### src/rtl/adcv_pkg.sv
// Shared constants and types for the calibrated code-to-millivolt converter.
// Assumes codes fit in 12 bits and ratios fit in 16-bit fields.
package adcv_pkg;
    localparam int CODE_W  = 12;
    localparam int CHAN_W  = 5;
    localparam int SCALE_W = 3;
    localparam int CAL_W   = 16;
    localparam int PT_W    = 16;
    localparam int MV_W    = 32;
    localparam int DIV_W   = 40;

    // line voltages (mV)
    localparam int HI_V0 = 4200;
    localparam int HI_V1 = 3600;
    localparam int LO_V0 = 1000;
    localparam int LO_V1 = 100;
    // nominal code points trimmed by calibration
    localparam int HI_NOM0 = 856;
    localparam int HI_NOM1 = 733;
    localparam int LO_NOM0 = 833;
    localparam int LO_NOM1 = 80;
    // uncalibrated power-on code points
    localparam int HI_RST0 = 3310;
    localparam int HI_RST1 = 2832;
    localparam int LO_RST0 = 3413;
    localparam int LO_RST1 = 341;
    localparam int TRIM_BIAS = 128;
    localparam int TRIM_GAIN = 4;

    localparam int CH_HI_DIRECT = 5;
    localparam int CH_LO_DIRECT = 1;

    typedef logic signed [PT_W-1:0] pt_t;
    typedef struct packed { pt_t c0; pt_t c1; } line_pts_t;

    // divider ratio: numerator in the upper half, denominator in the lower
    typedef struct packed { logic [15:0] num; logic [15:0] den; } ratio_t;

    typedef enum logic [1:0] {ST_IDLE, ST_DIV1, ST_DIV2, ST_DONE} conv_state_t;

    function automatic ratio_t mk_ratio(int n, int d);
        ratio_t r;
        r.num = n[15:0];
        r.den = d[15:0];
        return r;
    endfunction
endpackage

### src/rtl/adcv_calib_regs.sv
// Holds the trimmed code points of both lines.
// Assumes cal_load is a single-cycle strobe; points change only on it.
module adcv_calib_regs
    import adcv_pkg::*;
#(
    parameter int CAL_W = adcv_pkg::CAL_W
) (
    input  logic             clk,
    input  logic             rst_n,
    input  logic             cal_load,
    input  logic [CAL_W-1:0] big_word,
    input  logic [CAL_W-1:0] small_word,
    output line_pts_t        hi_pts,
    output line_pts_t        lo_pts
);
    localparam int BYTE_W = CAL_W / 2;

    function automatic pt_t trim(logic [BYTE_W-1:0] b, int nominal);
        int t;
        t = (int'(b) + nominal - TRIM_BIAS) * TRIM_GAIN;
        return pt_t'(t);
    endfunction

    // recompute and hold the points on each calibration load
    always_ff @(posedge clk) begin
        if (!rst_n) begin
            hi_pts.c0 <= pt_t'(HI_RST0);
            hi_pts.c1 <= pt_t'(HI_RST1);
            lo_pts.c0 <= pt_t'(LO_RST0);
            lo_pts.c1 <= pt_t'(LO_RST1);
        end else if (cal_load) begin
            hi_pts.c0 <= trim(big_word[BYTE_W-1:0], HI_NOM0);
            hi_pts.c1 <= trim(big_word[CAL_W-1:BYTE_W], HI_NOM1);
            lo_pts.c0 <= trim(small_word[BYTE_W-1:0], LO_NOM0);
            lo_pts.c1 <= trim(small_word[CAL_W-1:BYTE_W], LO_NOM1);
        end
    end

    assert_cal_hold_R2: assert property (@(posedge clk) disable iff (!rst_n)
        !$past(cal_load) |-> ($stable(hi_pts) && $stable(lo_pts)));
endmodule

### src/rtl/adcv_ratio_lut.sv
// Maps channel and scale to the input divider ratio.
// Scales beyond the table fall back to unity.
module adcv_ratio_lut
    import adcv_pkg::*;
#(
    parameter int CHAN_W  = adcv_pkg::CHAN_W,
    parameter int SCALE_W = adcv_pkg::SCALE_W
) (
    input  logic [CHAN_W-1:0]  chan,
    input  logic [SCALE_W-1:0] scale,
    output ratio_t             ratio
);
    // table lookup by channel group, then scale
    always_comb begin
        ratio = mk_ratio(1, 1);
        if (chan == CHAN_W'(14)) begin
            case (scale)
                SCALE_W'(0): ratio = mk_ratio(68, 900);
                SCALE_W'(1): ratio = mk_ratio(68, 1760);
                SCALE_W'(2): ratio = mk_ratio(68, 2327);
                SCALE_W'(3): ratio = mk_ratio(68, 3654);
                default:     ratio = mk_ratio(1, 1);
            endcase
        end else if (chan == CHAN_W'(16)) begin
            case (scale)
                SCALE_W'(0): ratio = mk_ratio(48, 100);
                SCALE_W'(1): ratio = mk_ratio(480, 1955);
                SCALE_W'(2): ratio = mk_ratio(480, 2586);
                SCALE_W'(3): ratio = mk_ratio(48, 406);
                default:     ratio = mk_ratio(1, 1);
            endcase
        end else if (chan >= CHAN_W'(21) && chan <= CHAN_W'(23)) begin
            case (scale)
                SCALE_W'(0): ratio = mk_ratio(3, 8);
                SCALE_W'(1): ratio = mk_ratio(375, 1955);
                SCALE_W'(2): ratio = mk_ratio(375, 2586);
                SCALE_W'(3): ratio = mk_ratio(300, 3248);
                default:     ratio = mk_ratio(1, 1);
            endcase
        end else begin
            case (scale)
                SCALE_W'(0): ratio = mk_ratio(1, 1);
                SCALE_W'(1): ratio = mk_ratio(1000, 1955);
                SCALE_W'(2): ratio = mk_ratio(1000, 2586);
                SCALE_W'(3): ratio = mk_ratio(100, 406);
                default:     ratio = mk_ratio(1, 1);
            endcase
        end
    end
endmodule

### src/rtl/adcv_divider.sv
// Restoring unsigned divider, one quotient bit per cycle.
// Assumes start arrives only while idle and divisor is non-zero.
module adcv_divider #(
    parameter int W = adcv_pkg::DIV_W
) (
    input  logic         clk,
    input  logic         rst_n,
    input  logic         start,
    input  logic [W-1:0] dividend,
    input  logic [W-1:0] divisor,
    output logic         busy,
    output logic         done,
    output logic [W-1:0] quotient
);
    localparam int CNT_W = $clog2(W + 1);

    logic [W-1:0]     rem;
    logic [W-1:0]     dsr;
    logic [CNT_W-1:0] cnt;
    logic [W:0]       shifted;
    logic [W:0]       diff;
    logic             qbit;

    // one trial subtraction per step
    always_comb begin
        shifted = {rem, quotient[W-1]};
        diff    = shifted - {1'b0, dsr};
        qbit    = ~diff[W];
    end

    // iterate W steps, then pulse done
    always_ff @(posedge clk) begin
        if (!rst_n) begin
            busy     <= 1'b0;
            done     <= 1'b0;
            cnt      <= '0;
            rem      <= '0;
            dsr      <= '0;
            quotient <= '0;
        end else begin
            done <= 1'b0;
            if (start && !busy) begin
                busy     <= 1'b1;
                rem      <= '0;
                dsr      <= divisor;
                quotient <= dividend;
                cnt      <= CNT_W'(W);
            end else if (busy) begin
                rem      <= qbit ? diff[W-1:0] : shifted[W-1:0];
                quotient <= {quotient[W-2:0], qbit};
                cnt      <= cnt - 1'b1;
                if (cnt == CNT_W'(1)) begin
                    busy <= 1'b0;
                    done <= 1'b1;
                end
            end
        end
    end

    assert_div_rem_R3: assert property (@(posedge clk) disable iff (!rst_n)
        done |-> (rem < dsr));
endmodule

### src/rtl/adcv_conv_top.sv
// Calibrated code-to-millivolt converter: line interpolation, clamp,
// divider-ratio correction with rounding. One request in flight.
// Assumes calibration words come from outside; one shared divider.
module adcv_conv_top
    import adcv_pkg::*;
#(
    parameter int CODE_W  = adcv_pkg::CODE_W,
    parameter int CHAN_W  = adcv_pkg::CHAN_W,
    parameter int SCALE_W = adcv_pkg::SCALE_W,
    parameter int CAL_W   = adcv_pkg::CAL_W,
    parameter int MV_W    = adcv_pkg::MV_W,
    parameter int DIV_W   = adcv_pkg::DIV_W
) (
    input  logic               clk,
    input  logic               rst_n,
    input  logic               cal_load,
    input  logic [CAL_W-1:0]   cal_big_word,
    input  logic [CAL_W-1:0]   cal_small_word,
    input  logic               in_valid,
    output logic               in_ready,
    input  logic [CODE_W-1:0]  in_code,
    input  logic [CHAN_W-1:0]  in_chan,
    input  logic [SCALE_W-1:0] in_scale,
    output logic               out_valid,
    input  logic               out_ready,
    output logic [MV_W-1:0]    out_mv,
    output logic               out_err
);
    line_pts_t hi_pts, lo_pts, sel_pts;
    conv_state_t state;
    ratio_t rt;

    logic [CHAN_W-1:0]  chan_q;
    logic [SCALE_W-1:0] scale_q;
    logic               bypass_q, neg_q, go_q, err_q;
    logic signed [31:0] v1_q;
    logic [DIV_W-1:0]   div_a, div_b, quo;
    logic               div_busy, div_done;
    logic [MV_W-1:0]    mv_q;

    logic               use_hi;
    logic signed [31:0] code_s, c0_s, c1_s, v0_s, v1_s, num1, den1;
    logic signed [DIV_W-1:0] q_s, volt_s;
    logic [DIV_W-1:0]   clamp_v;

    adcv_calib_regs #(.CAL_W(CAL_W)) calib_i (
        .clk(clk), .rst_n(rst_n), .cal_load(cal_load),
        .big_word(cal_big_word), .small_word(cal_small_word),
        .hi_pts(hi_pts), .lo_pts(lo_pts)
    );

    adcv_ratio_lut #(.CHAN_W(CHAN_W), .SCALE_W(SCALE_W)) lut_i (
        .chan(chan_q), .scale(scale_q), .ratio(rt)
    );

    adcv_divider #(.W(DIV_W)) div_i (
        .clk(clk), .rst_n(rst_n), .start(go_q),
        .dividend(div_a), .divisor(div_b),
        .busy(div_busy), .done(div_done), .quotient(quo)
    );

    function automatic logic [DIV_W-1:0] mag(logic signed [31:0] x);
        return DIV_W'(x < 0 ? -x : x);
    endfunction

    // select line and form the interpolation numerator and denominator
    always_comb begin
        use_hi  = (in_chan == CHAN_W'(CH_HI_DIRECT));
        sel_pts = use_hi ? hi_pts : lo_pts;
        code_s  = signed'(32'(in_code));
        c0_s    = 32'(signed'(sel_pts.c0));
        c1_s    = 32'(signed'(sel_pts.c1));
        v0_s    = use_hi ? 32'(HI_V0) : 32'(LO_V0);
        v1_s    = use_hi ? 32'(HI_V1) : 32'(LO_V1);
        num1    = (v0_s - v1_s) * (code_s - c1_s);
        den1    = c0_s - c1_s;
    end

    // apply quotient sign, add the base voltage, clamp negatives
    always_comb begin
        q_s     = neg_q ? -signed'(quo) : signed'(quo);
        volt_s  = q_s + DIV_W'(v1_q);
        clamp_v = volt_s[DIV_W-1] ? '0 : unsigned'(volt_s);
    end

    // sequencing: accept, interpolate, optionally ratio-correct, present
    always_ff @(posedge clk) begin
        if (!rst_n) begin
            state    <= ST_IDLE;
            chan_q   <= '0;
            scale_q  <= '0;
            bypass_q <= 1'b0;
            neg_q    <= 1'b0;
            go_q     <= 1'b0;
            err_q    <= 1'b0;
            v1_q     <= '0;
            div_a    <= '0;
            div_b    <= '0;
            mv_q     <= '0;
        end else begin
            go_q <= 1'b0;
            case (state)
                ST_IDLE: if (in_valid) begin
                    chan_q   <= in_chan;
                    scale_q  <= in_scale;
                    bypass_q <= use_hi || (in_chan == CHAN_W'(CH_LO_DIRECT));
                    v1_q     <= v1_s;
                    if (den1 == 0) begin
                        mv_q  <= '0;
                        err_q <= 1'b1;
                        state <= ST_DONE;
                    end else begin
                        err_q <= 1'b0;
                        neg_q <= (num1 < 0) ^ (den1 < 0);
                        div_a <= mag(num1);
                        div_b <= mag(den1);
                        go_q  <= 1'b1;
                        state <= ST_DIV1;
                    end
                end
                ST_DIV1: if (div_done) begin
                    if (bypass_q) begin
                        mv_q  <= MV_W'(clamp_v);
                        state <= ST_DONE;
                    end else begin
                        div_a <= clamp_v * DIV_W'(rt.den) + DIV_W'(rt.num >> 1);
                        div_b <= DIV_W'(rt.num);
                        go_q  <= 1'b1;
                        state <= ST_DIV2;
                    end
                end
                ST_DIV2: if (div_done) begin
                    mv_q  <= quo[MV_W-1:0];
                    state <= ST_DONE;
                end
                ST_DONE: if (out_ready) state <= ST_IDLE;
                default: state <= ST_IDLE;
            endcase
        end
    end

    assign in_ready  = (state == ST_IDLE);
    assign out_valid = (state == ST_DONE);
    assign out_mv    = mv_q;
    assign out_err   = err_q;

    assert_busy_after_accept_R10: assert property (@(posedge clk) disable iff (!rst_n)
        (in_valid && in_ready) |=> !in_ready);
    assert_result_hold_R10: assert property (@(posedge clk) disable iff (!rst_n)
        (out_valid && !out_ready) |=> (out_valid && $stable(out_mv) && $stable(out_err)));
    assert_err_zero_R9: assert property (@(posedge clk) disable iff (!rst_n)
        (out_valid && out_err) |-> (out_mv == '0));
    assert_no_start_busy_R10: assert property (@(posedge clk) disable iff (!rst_n)
        go_q |-> !div_busy);
endmodule

### config.mk
export PLATFORM = sky130hd
export DESIGN_NAME = adcv_conv_top
export DESIGN_NICKNAME = d
export VERILOG_FILES = /design/src/rtl/adcv_pkg.sv /design/src/rtl/adcv_calib_regs.sv /design/src/rtl/adcv_ratio_lut.sv /design/src/rtl/adcv_divider.sv /design/src/rtl/adcv_conv_top.sv
export SDC_FILE = /design/constraint.sdc
export NUM_CORES = 2
export LEC_CHECK = 0
export BUFFER_PORTS_ARGS = -buffer_cell sky130_fd_sc_hd__buf_2
export CAP_MARGIN = 0
export CORE_MARGIN = 2
export CORE_UTILIZATION = 50
export CTS_BUF_LIST = sky130_fd_sc_hd__clkbuf_16
export DETAILED_ROUTE_END_ITERATION = 8
export PLACE_DENSITY = 0.66
export RECOVER_POWER = 50
export SLEW_MARGIN = 20
export SYNTH_ARGS = -nofsm -noshare
export SYNTH_HDL_FRONTEND = slang
export SYNTH_SLANG_ARGS = --single-unit
### constraint.sdc
create_clock -name clk -period 28.4 [get_ports clk]
set_clock_uncertainty 0.2 [all_clocks]
set_input_delay 0 -clock clk [delete_from_list [all_inputs] [get_ports clk]]
set_output_delay 0 -clock clk [all_outputs]
set_load 0.01 [all_outputs]
==> results by group <==
Place
  – Placed cells: 5724
  – DP Worst Slack: 15.87 ns
  – IO buf count: 91
  – RD Place Congestion: 0.975
  – DP HPWL: 85700 um

Hold path
  – Hold Path Sink: calib_i.hi_pts[29]$_SDFFE_PN0P_
  – Hold depth: 7
  – Min-delay worst type: input pin to register
  – Hold_sp: cal_big_word[6]

Power
  – P per Cell Area: 119 nW/um^2
  – Lkg Pwr: 18.8 nW
  – Total power: 4.94 mW
  – Worst vdd ir: 158 uV
  – Cell-internal power: 2.19 mW
  – Net Sw Frac: 0.557
  – Sequential Power Share: 0.110
  – Psw: 2.75 mW
  – Power share of the combinational group: 0.793
  – Clock power share: 0.098

Final layout
  – Non-filler cells, final: 5930
  – Layout cells sized above 1: 0.0457
  – Nets@finish: 5745
  – Commonest cells after routing, fill and taps aside: inv_1 (732), nand2_1 (593), nor2_1 (554)
  – Synth-to-Final Area Change: 9.85%
  – Commonest non-fill, non-tap cell in the layout: inv_1
  – Fillers: 7087

Timing
  – Max Freq: 79.3 MHz
  – Tcrit/Tclk final: 0.444
  – Final setup vio count: 0
  – Setup TNS Final: 0 ns
  – Hold Vio Cnt, Final: 0
  – Worst-margin pin slew: 3.89 ns
  – Period minus WS final: 12.61 ns
  – Final slew viol count: 392
  – RSZ-0062 raised after global routing: false
  – WHS: 0.200 ns
  – Final WS setup: 15.79 ns
  – Slew headroom: -1.59

Detailed routing
  – Post-route ant nets: 0
  – DR pass1 iterations: 6
  – WL met1: 50200 um
  – Top layer in use: met5
  – DR iter-0 viols: 2844
  – WL/cell: 19.6 um
  – Routed wl met2: 51600 um
  – Via count: 33.8k
  – DRT Wirelength: 116000 um
  – Routed vias/inst: 5.69
  – Final routed DRC violation total: 0
  – Met3 wire len: 8950 um

Run status
  – Failing checks: capacitance limit, slew limit
  – Outcome: finished with violations

Critical path
  – Critical Path AT: 12.85 ns
  – Critical Path Max Stage Delay: 0.89 ns
  – Critical path startpoint category: register
  – Cell count of the worst reg-to-reg path: 37
  – Reg-to-reg critical path startpoint: div_i.quotient[0]$_SDFFE_PN0P_
  – Critical Path Slowest Stage Cell: a2111oi_1
  – Required time worst endpoint: 28.64 ns
  – R2r endpoint: div_a[38]$_SDFFE_PN0P_
  – Critical path's most frequent cell: fa_1
  – CP Class: register to register
  – Reg2Reg Setup Slack: 15.79 ns
  – CP Capture Type: register
  – Crit Path Max Fanout: 34

Synthesis
  – Adder-cell share of the synthesized area: 0.335
  – Synthesized area per cell: 7.83 um^2
  – Simple-Gate Fraction of Synth Area: 0.186
  – Post-synthesis compound-gate area fraction: 0.147
  – Yosys reg bits: 303
  – EDFF count, synth: 0
  – Cell area after synthesis: 38000 um^2
  – Cells after Synth: 4848
  – Most used DFF post-synth: dfxtp_1
  – Sequential cell area fraction in the yosys report: 0.160
  – Post-synth ARST share: 0
  – Synth Area in XOR/XNOR: 0.0538
  – Post-synthesis mux area share: 0.0202
  – Synth Warn #: 0
  – Count of cell types in the netlist: 85
  – Largest family of logic cells by synthesized area: adder cells

Clock tree
  – CTS tree: built
  – Clock Tree Buf Depth: 3
  – CTS sink count: 303
  – Post-CTS setup buffers: 0
  – Num CTS Buffers: 38
  – CTS root buf: clkbuf_16
  – # H-tree levels: 2
  – Clock slew at reported path FFs: 0.06 ns
  – CTS resizes: 0
  – Worst skew pair latency: 0.59 ns

Global routing
  – Pin count of the biggest net entering global routing: 83
  – Vias in the first global route: 33.4k
  – GRT Util Overall: 0.297
  – Total congestion overflow: 0
  – Initial antenna violation count: 10
  – Global-route wire length before repair: 184000 um

Floorplanning
  – # rows: 101
  – Initial Util: 0.502
  – DIE HEIGHT: 280 um
  – Ports: 92
  – Die X: 280 um
  – Core ar.: 75600 um^2
  – Die ar.: 78100 um^2

Run
  – MaxCap Viol Count: 7
-- power by group through the flow --
stage	clock [mW]	combinational (mW)	sequential [mW]
final	0.482	3.92	0.542
after global routing	0.504	4.33	0.549
after CTS	0.487	3.87	0.539
after detailed placement	0	3.81	0.548
after global placement	0	3.79	0.547
after floorplan	0	2.82	0.515
-- how the worst max path moves through the flow --
stage | slack, ns | to | start
global placement | 16.27 | div_a[38]$_SDFFE_PN0P_ | div_i.quotient[0]$_SDFFE_PN0P_
detailed placement | 15.87 | div_a[38]$_SDFFE_PN0P_ | div_i.quotient[0]$_SDFFE_PN0P_
global route | 15.18 | div_a[36]$_SDFFE_PN0P_ | div_i.quotient[0]$_SDFFE_PN0P_
CTS | 15.75 | div_a[38]$_SDFFE_PN0P_ | div_i.quotient[0]$_SDFFE_PN0P_
floorplan | 17.42 | div_a[39]$_SDFFE_PN0P_ | neg_q$_SDFFE_PN0P_
finish | 15.79 | div_a[38]$_SDFFE_PN0P_ | div_i.quotient[0]$_SDFFE_PN0P_
-- cell type report --
cell class | instances | area [um^2] | area share
Antenna cell | 4 | 10.0 | 0.000240
Multi-Input combinational cell | 3585 | 28400 | 0.681
Tap cell | 978 | 1220 | 0.0293
Inverter | 722 | 2710 | 0.0650
Clock buffer | 38 | 951 | 0.0228
Timing Repair Buffer | 269 | 2070 | 0.0496
Clock inverter | 31 | 274 | 0.00657
Sequential cell | 303 | 6070 | 0.146
-- cells by family (layout without fill, tap and decap cells) --
| family | after synthesis | in the layout |
|---|---|---|
| compound gates | 887 | 887 |
| buf+inv | 975 | 1060 |
| mux | 76 | 76 |
| simple gates | 1608 | 1608 |
| flops | 303 | 303 |
| other cells | 2 | 21 |
| fa+ha+maj | 769 | 769 |
| xor+xnor | 228 | 228 |
-- stage by stage --
| step | instance area, um^2 | util |
|---|---|---|
| final | 41700 | 0.552 |
| after global routing | 41700 | 0.552 |
| after CTS | 41700 | 0.552 |
| after detailed placement | 39200 | 0.519 |
| after global placement | 39200 | 0.518 |
| after floorplan | 38000 | - |
-- layer usage --
layer / up-vias / track usage
met1: 16200 / 0.403
met2: 1262 / 0.470
li1: 16000 / -
met4: 2 / 0.126
met5: - / 0
met3: 321 / 0.0468
-- flip-flops by register name, summed over array words and instances (netlist names), 6 cells and up --
register	flops
calib_i.hi_pts	24
div_i.rem	40
div_b	40
out_mv	32
div_i.quotient	40
div_a	40
calib_i.lo_pts	23
div_i.dsr	40
div_i.cnt	6
-- Yosys cell counts (9+ instances only) --
cell type | instances | area [um^2]
inv_1 | 721 | 2710
o21ai_0 | 164 | 821
a22oi_1 | 9 | 67.6
mux2i_1 | 71 | 711
nor2b_1 | 26 | 163
o21bai_1 | 21 | 158
nor2_1 | 557 | 2090
nor3_1 | 64 | 320
and3_1 | 37 | 231
xor2_1 | 73 | 639
nand3_1 | 108 | 541
a31oi_1 | 27 | 169
xnor2_1 | 152 | 1330
o21a_1 | 28 | 210
dfxtp_1 | 303 | 6070
a21o_1 | 60 | 450
a2111oi_0 | 9 | 78.8
nor4_1 | 23 | 144
o41ai_1 | 12 | 105
a21oi_1 | 313 | 1570
or2_2 | 36 | 225
and2_1 | 29 | 181
clkbuf_1 | 225 | 845
nand4_1 | 18 | 113
buf_1 | 22 | 82.6
or4_1 | 14 | 105
or3_1 | 26 | 163
o211ai_1 | 39 | 293
ha_1 | 355 | 4440
nand3b_1 | 10 | 75.1
a211oi_1 | 73 | 548
fa_1 | 414 | 8290
o31ai_1 | 26 | 195
a21boi_0 | 11 | 82.6
nand2_1 | 593 | 2230
a311oi_1 | 16 | 140
nand2b_1 | 38 | 238
-- worst max-delay path: cells and delay by family, from the launching register on --
| kind | cells | cell delay, ns |
|---|---|---|
| AOI/OAI and AO/OA | 14 | 3.94 |
| xor gates and xnor gates | 1 | 0.16 |
| adders and majority gates | 8 | 3.61 |
| buffers and inverters | 6 | 1.06 |
| DFF | 1 | 0.39 |
| and+or+nand+nor | 8 | 3.05 |
-- repair_timing --
| item | in CTS | in global routing |
|---|---|---|
| hold endpoints to repair | 134 | 0 |
| endpoints found under the setup margin | 0 | 0 |
| hold buffers | 133 | 0 |
No activity file was read; power rests on OpenSTA's default activity.
